## config.mk

```make
export PLATFORM = sky130hd
export DESIGN_NAME = strobe_accum
export DESIGN_NICKNAME = d
export VERILOG_FILES = /design/src/rtl/strobe_accum_pkg.sv /design/src/rtl/fa_cell.sv /design/src/rtl/ripple_sum.sv /design/src/rtl/strobe_decode.sv /design/src/rtl/word_reg.sv /design/src/rtl/accum_reg.sv /design/src/rtl/strobe_accum.sv
export SDC_FILE = /design/constraint.sdc
export NUM_CORES = 1
export LEC_CHECK = 0
export BUFFER_PORTS_ARGS = -buffer_cell sky130_fd_sc_hd__buf_2
export CAP_MARGIN = 10
export CORE_AREA = 2 2 39 41
export DETAILED_ROUTE_END_ITERATION = 10
export DIE_AREA = 0 0 41 43
export PLACE_DENSITY = 0.69
export SETUP_SLACK_MARGIN = 0.5
export SLEW_MARGIN = 30
export SYNTH_ARGS = -nofsm -noshare
export SYNTH_HDL_FRONTEND = slang
export SYNTH_SLANG_ARGS = --single-unit
```

## constraint.sdc

```tcl
create_clock -name clk -period 1.8 [get_ports clk]
set_input_delay 0.45 -clock clk [delete_from_list [all_inputs] [get_ports clk]]
set_output_delay 0.45 -clock clk [all_outputs]
set_load 0.02 [all_outputs]
```

## src/rtl/strobe_accum_pkg.sv

```systemverilog
// Package: types shared by the accumulating adder.
// Assumes: strobes are already synchronous to the adder clock.
package strobe_accum_pkg;

    // Action taken by the accumulator on the coming edge.
    typedef enum logic [1:0] {
        ACC_HOLD  = 2'd0,
        ACC_CLEAR = 2'd1,
        ACC_SUM   = 2'd2
    } acc_act_e;

    // Raw strobe bundle as seen at the block edge.
    typedef struct packed {
        logic clr;
        logic load;
        logic xfer;
    } strobe_t;

endpackage

```

## src/rtl/fa_cell.sv

```systemverilog
// Module: one-bit full adder.
// Assumes: nothing; pure combinational cell used in the ripple chain.
module fa_cell (
    input  logic a,
    input  logic b,
    input  logic ci,
    output logic s,
    output logic co
);
    // Sum bit and carry-out of one bit position.
    always_comb begin
        s  = a ^ b ^ ci;
        co = (a & b) | (ci & (a ^ b));
    end
endmodule

```

## src/rtl/ripple_sum.sv

```systemverilog
// Module: W-bit ripple-carry adder, carry-in tied to zero.
// Assumes: W >= 1; the carry path grows linearly with W.
module ripple_sum #(
    parameter int W = 4
) (
    input  logic [W-1:0] x,
    input  logic [W-1:0] y,
    output logic [W-1:0] sum,
    output logic         cout
);
    localparam int NC = W + 1;

    logic [NC-1:0] c;

    // Carry into bit 0 is always zero.
    assign c[0] = 1'b0;

    for (genvar i = 0; i < W; i++) begin : g_bit
        fa_cell u_fa (
            .a  (x[i]),
            .b  (y[i]),
            .ci (c[i]),
            .s  (sum[i]),
            .co (c[i+1])
        );
    end

    // Carry out of the top stage.
    assign cout = c[NC-1];
endmodule

```

## src/rtl/strobe_decode.sv

```systemverilog
// Module: turns the three strobes into the accumulator action and the operand enable.
// Assumes: clear outranks transfer; load is independent of both.
module strobe_decode
    import strobe_accum_pkg::*;
(
    input  strobe_t  stb,
    output acc_act_e act,
    output logic     opd_en
);
    // Priority: clear, then transfer, else hold.
    always_comb begin
        if (stb.clr)       act = ACC_CLEAR;
        else if (stb.xfer) act = ACC_SUM;
        else               act = ACC_HOLD;
        opd_en = stb.load;
    end
endmodule

```

## src/rtl/word_reg.sv

```systemverilog
// Module: W-bit register with load enable and synchronous active-low reset.
// Assumes: d is stable around the rising edge.
module word_reg #(
    parameter int W = 4
) (
    input  logic         clk,
    input  logic         rst_n,
    input  logic         en,
    input  logic [W-1:0] d,
    output logic [W-1:0] q
);
    // Capture d on enable; zero on reset.
    always_ff @(posedge clk) begin
        if (!rst_n)  q <= '0;
        else if (en) q <= d;
    end
endmodule

```

## src/rtl/accum_reg.sv

```systemverilog
// Module: accumulator and carry flag, updated together by the decoded action.
// Assumes: sum_in and cout_in come from the adder fed by this register.
module accum_reg
    import strobe_accum_pkg::*;
#(
    parameter int W = 4
) (
    input  logic         clk,
    input  logic         rst_n,
    input  acc_act_e     act,
    input  logic [W-1:0] sum_in,
    input  logic         cout_in,
    output logic [W-1:0] acc_q,
    output logic         carry_q
);
    // Clear, load the sum with its carry, or hold.
    always_ff @(posedge clk) begin
        if (!rst_n) begin
            acc_q   <= '0;
            carry_q <= 1'b0;
        end else begin
            unique case (act)
                ACC_CLEAR: begin
                    acc_q   <= '0;
                    carry_q <= 1'b0;
                end
                ACC_SUM: begin
                    acc_q   <= sum_in;
                    carry_q <= cout_in;
                end
                default: begin
                    acc_q   <= acc_q;
                    carry_q <= carry_q;
                end
            endcase
        end
    end
endmodule

```

## src/rtl/strobe_accum.sv

```systemverilog
// Module: top of the accumulating adder (operand register, ripple adder, accumulator).
// Assumes: strobes and din are synchronous to clk; at most the documented
//          strobe combinations matter (clear beats transfer, load is free).
module strobe_accum
    import strobe_accum_pkg::*;
#(
    parameter int W = 4
) (
    input  logic         clk,
    input  logic         rst_n,
    input  logic         clr_stb,
    input  logic         load_stb,
    input  logic         xfer_stb,
    input  logic [W-1:0] din,
    output logic [W-1:0] acc_q,
    output logic         carry_q
);
    strobe_t      stb;
    acc_act_e     act;
    logic         opd_en;
    logic [W-1:0] opd_q;
    logic [W-1:0] sum_w;
    logic         cout_w;

    // Bundle the strobes for the decoder.
    always_comb begin
        stb.clr  = clr_stb;
        stb.load = load_stb;
        stb.xfer = xfer_stb;
    end

    strobe_decode u_dec (
        .stb    (stb),
        .act    (act),
        .opd_en (opd_en)
    );

    word_reg #(.W(W)) u_opd (
        .clk   (clk),
        .rst_n (rst_n),
        .en    (opd_en),
        .d     (din),
        .q     (opd_q)
    );

    ripple_sum #(.W(W)) u_add (
        .x    (acc_q),
        .y    (opd_q),
        .sum  (sum_w),
        .cout (cout_w)
    );

    accum_reg #(.W(W)) u_acc (
        .clk     (clk),
        .rst_n   (rst_n),
        .act     (act),
        .sum_in  (sum_w),
        .cout_in (cout_w),
        .acc_q   (acc_q),
        .carry_q (carry_q)
    );
endmodule

```

### Word level (Yosys, flattened, before mapping)

Cells that the tools add are included.

| operators by class | value |
|---|---|
| equal/unequal tests | 2 |
| multiplexer cells | 4 |
| reduce and logical (&&, ||, !) cells | 1 |
| bitwise gates (word level) | 17 |

Operators by type and width:

| cell | count |
|---|---|
| one-hot mux 4 bit (2 select lines) | 1 |
| AND 1 bit | 7 |
| bitwise XOR 1 bit | 7 |
| two-way mux 2 bit | 2 |
| bitwise OR 1 bit | 3 |
| == test 2 x 1 -> 1 bit (second input constant) | 1 |
| == test 2 bit (second input constant) | 1 |
| one-hot mux 1 bit (2 select lines) | 1 |
| nonzero test 2 bit | 1 |

| storage, ports and cells | value |
|---|---|
| register bits after elaboration | 9 |
| word-level logic and storage cells | 27 |
| output and inout port bits | 5 |
| bits of input ports | 9 |

### Depth between registers and ports, before layout

| depth | value |
|---|---|
| depth in word-level cells | 8 |
| depth in mapped cells | 6 |
| gate-level depth less buffers | 6 |

### Hierarchy

A second synthesis with hierarchy kept.

| second synthesis, totals | value |
|---|---|
| cells, all modules | 45 |
| area total of the unflattened synthesis | 491.7 um^2 |

Modules (own cells, without submodules):

| module | sequential area each (um^2) | cells an instance | instances | area each (um^2) |
|---|---|---|---|---|
| accum_reg | 100.1 | 24 | 1 | 222.7 |
| word_reg | 80.1 | 13 | 1 | 156.4 |
| fa_cell | 0.0 | 1 | 4 | 20.0 |
| strobe_decode | 0.0 | 3 | 1 | 28.8 |
| ripple_sum | 0.0 | 1 | 1 | 3.8 |

### Least setup slack after synthesis

No wires, ideal clock.

| path | value |
|---|---|
| kind | register -> register |
| start point | register u_acc.acc_q[0] |
| end point | register u_acc.acc_q[3] |
| cell stages (with the launch flop) | 7 |
| slack | -0.158 ns |
| setup time | 0.118 ns |
| data required time | 1.682 ns |
| period minus slack after synthesis | 1.958 ns |
| data arrival time | 1.840 ns |
| cell sequence | dfxtp_1 > ha_1 > fa_1 > fa_1 > fa_1 > mux2i_1 > nor2_1 |

| on the way | value |
|---|---|
| cells in the longest elaborated chain, start to end | 7 |

Ends and longest elaborated chain:

| element | line | source |
|---|---|---|
| start, declared | accum_reg.sv:13 | `output logic [W-1:0] acc_q,` |
| start signal, assigned | accum_reg.sv:28 | `acc_q <= sum_in;` |
| start signal, assigned | accum_reg.sv:32 | `acc_q <= acc_q;` |
| AND 1 bit (2 in a row) | fa_cell.sv:13 | `co = (a & b) \| (ci & (a ^ b));` |
| bitwise OR 1 bit | fa_cell.sv:13 |  |
| AND 1 bit | fa_cell.sv:13 |  |
| bitwise OR 1 bit | fa_cell.sv:13 |  |
| bitwise XOR 1 bit | fa_cell.sv:12 | `s = a ^ b ^ ci;` |
| one-hot mux 4 bit (2 select lines) | accum_reg.sv:22 | `unique case (act)` |

No other way between the ends.
A chain may end at the register's enable or synchronous reset.

### Final worst setup path

| path | value |
|---|---|
| start point | register u_opd.q[0] |
| end point | register u_acc.acc_q[3] |

| on the way | value |
|---|---|
| cells in the longest elaborated chain, start to end | 7 |

Ends and longest elaborated chain:

| element | line | source |
|---|---|---|
| start, declared | word_reg.sv:10 | `output logic [W-1:0] q` |
| start signal, assigned | word_reg.sv:14 | `if (!rst_n) q <= '0;` |
| start signal, assigned | word_reg.sv:15 | `else if (en) q <= d;` |
| AND 1 bit (2 in a row) | fa_cell.sv:13 |  |
| bitwise OR 1 bit | fa_cell.sv:13 |  |
| AND 1 bit | fa_cell.sv:13 |  |
| bitwise OR 1 bit | fa_cell.sv:13 |  |
| bitwise XOR 1 bit | fa_cell.sv:12 |  |
| one-hot mux 4 bit (2 select lines) | accum_reg.sv:22 |  |

No other way between the ends.

==> reports/results.ini <==
[worst_hold_path]
min_path_type = input port to flip-flop
holdPathStages = 3
hp-start = din[1]

[clock_tree]
clockRootBuffer = clkbuf_4
clock-sinks = 9
insertion_delay_ns = 0.26
postCtsSetupBuffers = 0
cts_buffers = 3
cts_max_path_buffers = 2
htree_levels = 1
clk_pin_slew_ns = 0.06
cts_tree = yes

[sta]
slew_violations = 0
hold_viol_final = 0
setup_violations = 1
finalSetupTns_ns = -0.0891
worst_pin_slew_ns = 0.200
worst_slack_ns = -0.0891
rsz0062_at_grt = true
fin_worst_skew_ns = 0.00554
max_freq_mhz = 529
final.min_clock_period_ns = 1.89
period_share_pct = 105
slew_headroom_pct = 86.7

[global_routing]
grt_pass1_wl_um = 1010
first_global_vias = 262
grt_remaining_overflow = 0
grt_max_degree = 6
grt.total_usage_pct = 9.09
antenna_found_initial = 0

[setup_path]
crit_start = u_opd.q[0]
reg2reg_depth = 6
crit_type = flip-flop to flip-flop
worst_setup_path_start_kind = flip-flop
cp_max_fo = 2
crit_chain = ha_4 > fa_2 > fa_2 > fa_2 > mux2i_1 > nor2_1
cp.arrival_ns = 2.08
crit_path_top_delay_cell = fa_2
cpMostUsedCell = fa_2
cp_slowest_stage_delay_ns = 0.52
worstReg2RegStart = u_opd.q[0]
required_ns = 1.99
endpoint_kind = flip-flop
reg2reg_slack_ns = -0.09

[power_and_ir_drop]
peakVddDrop_v = 0.000302
p_per_area_mw_per_mm2 = 752
total_power_w = 0.000410
leakage_nw = 0.255

[route]
post-route-drc-count = 0
via_count = 272
drt-wirelength-per-cell_um = 9.92
initialDrtViolationCount = 2
firstDrtPassIters = 4
via_per_inst = 4.12
ant_nets = 0
wirelength_um = 655

[cells_and_area]
fin_nets = 64
drive_gt1_share_pct = 46.0
fillers = 141
antenna_cells = 0
fin_util_pct = 39.4
postLayoutCellArea_um2 = 546
fin_cells = 66
area_growth_pct = 22.5

[floorplanning]
io_pins = 14
core_mm2 = 0.00138
rows = 14
fp.dieArea_mm2 = 0.00176
fp.dieH_um = 43
initial_core_util_pct = 32.2
die_w_um = 41

[synth]
synth_seq_area_share_pct = 40.4
synthesis.nets = 51
ys_top_cells_by_area = dfxtp_1 40%, mux2i_1 20%, fa_1 13%, buf_4 6.7%, nor2b_1 5.6%
synthCells = 38
synth-seq-cells = 9
syn_avg_cell_area_um2 = 11.7
syn_area_um2 = 445
yosysTopAreaCellShare_pct = 40.4
synth_area_leader_cell = dfxtp_1
yosysWarnings = 0
synth.distinct_cells = 9

[run]
drv_cap = 0

[place]
dp_hpwl_um = 534
placed_cells = 62
placed_area_um2 = 497
port_buffers = 13
gp_congestion = 0.651

[status]
status = finished, violations left
violations = negative setup slack

[worst max-delay path, delay by kind of cell, from the launching register on]
kind / cells / cell delay [ns]
adder cells (fa/ha/maj): 4 / 1.34
AND/OR/NAND/NOR: 1 / 0.08
flip-flops: 1 / 0.34
multiplexers: 1 / 0.06
[cell type report]
cell class / count / area (um^2) / area share, %
Timing Repair Buffer: 14 / 83.8 / 15.4
Clock buffer: 4 / 26.3 / 4.82
Tap cell: 16 / 20.0 / 3.67
Multi-Input combinational cell: 23 / 233 / 42.7
Sequential cell: 9 / 183 / 33.5
[kinds of logic (layout without fill, tap and decap cells)]
logic type               Yosys count  count (layout)  synth area share [%]
multiplexers                       9               9                  20.2
AND/OR/NAND/NOR                   10              10                  11.2
adder cells (fa/ha/maj)            4               4                  16.3
flip-flops                         9               9                  40.4
buffers and inverters              6              18                  11.8
[cell usage in the layout (no fill, tap or decap)]
cell type	instances
dfxtp_1	7
ha_4	1
clkbuf_1	1
buf_4	3
buf_2	10
mux2i_1	9
nor2b_1	4
nor2_1	5
dfxtp_2	2
buf_6	1
fa_2	3
clkbuf_4	3
nand2b_1	1
[where the power goes]
part | switching [W] | internal (W)
Combinational | 0.0000190 | 0.0000234
Clock | 0.0000685 | 0.0000853
Sequential | 0.00000697 | 0.000207
Total | 0.0000944 | 0.000316
[stage by stage]
| stage | hold slack, ns | worst slack [ns] |
|---|---|---|
| 2_1_floorplan | 0.473 | -0.0517 |
| 3_3_place_gp | 0.494 | -0.0690 |
| 3_5_place_dp | 0.501 | -0.0899 |
| 4_1_cts | 0.448 | -0.118 |
| 5_1_grt | 0.467 | -0.162 |
| 6_report | 0.458 | -0.0891 |
[flip-flops by register name, indices dropped and copies added (netlist names)]
signal / flops
u_acc.acc_q: 4
u_opd.q: 4
u_acc.carry_q: 1
[synth_stat cells, drive strengths merged]
cell type  number
mux2i           9
nor2b           4
nor2            5
ha              1
dfxtp           9
buf             6
fa              3
nand2b          1
[path summary, 6_finish.rpt]
kind / end
worst min register to register: u_acc.carry_q
worst max-delay path: u_acc.acc_q[3]
worst min-delay path: u_opd.q[1]
worst max register to register: u_acc.acc_q[3]
[routing by layer]
metal	up-vias	track usage (%)	wire, um
met4	0	10.0	0
li1	142	-	-
met5	-	0	0
met1	123	10.8	293
met2	7	11.3	329
met3	0	3.14	31
[timing repair]
| item | 4_1_cts | 5_1_grt |
|---|---|---|
| setup endpoints to repair | 4 | 8 |
| gates resized for setup | 2 | 4 |
| hold buffers | 0 | 0 |
| hold endpoints to repair | 0 | 0 |
| pin swaps | 1 | 1 |
Power figures use the tool's default switching activity.
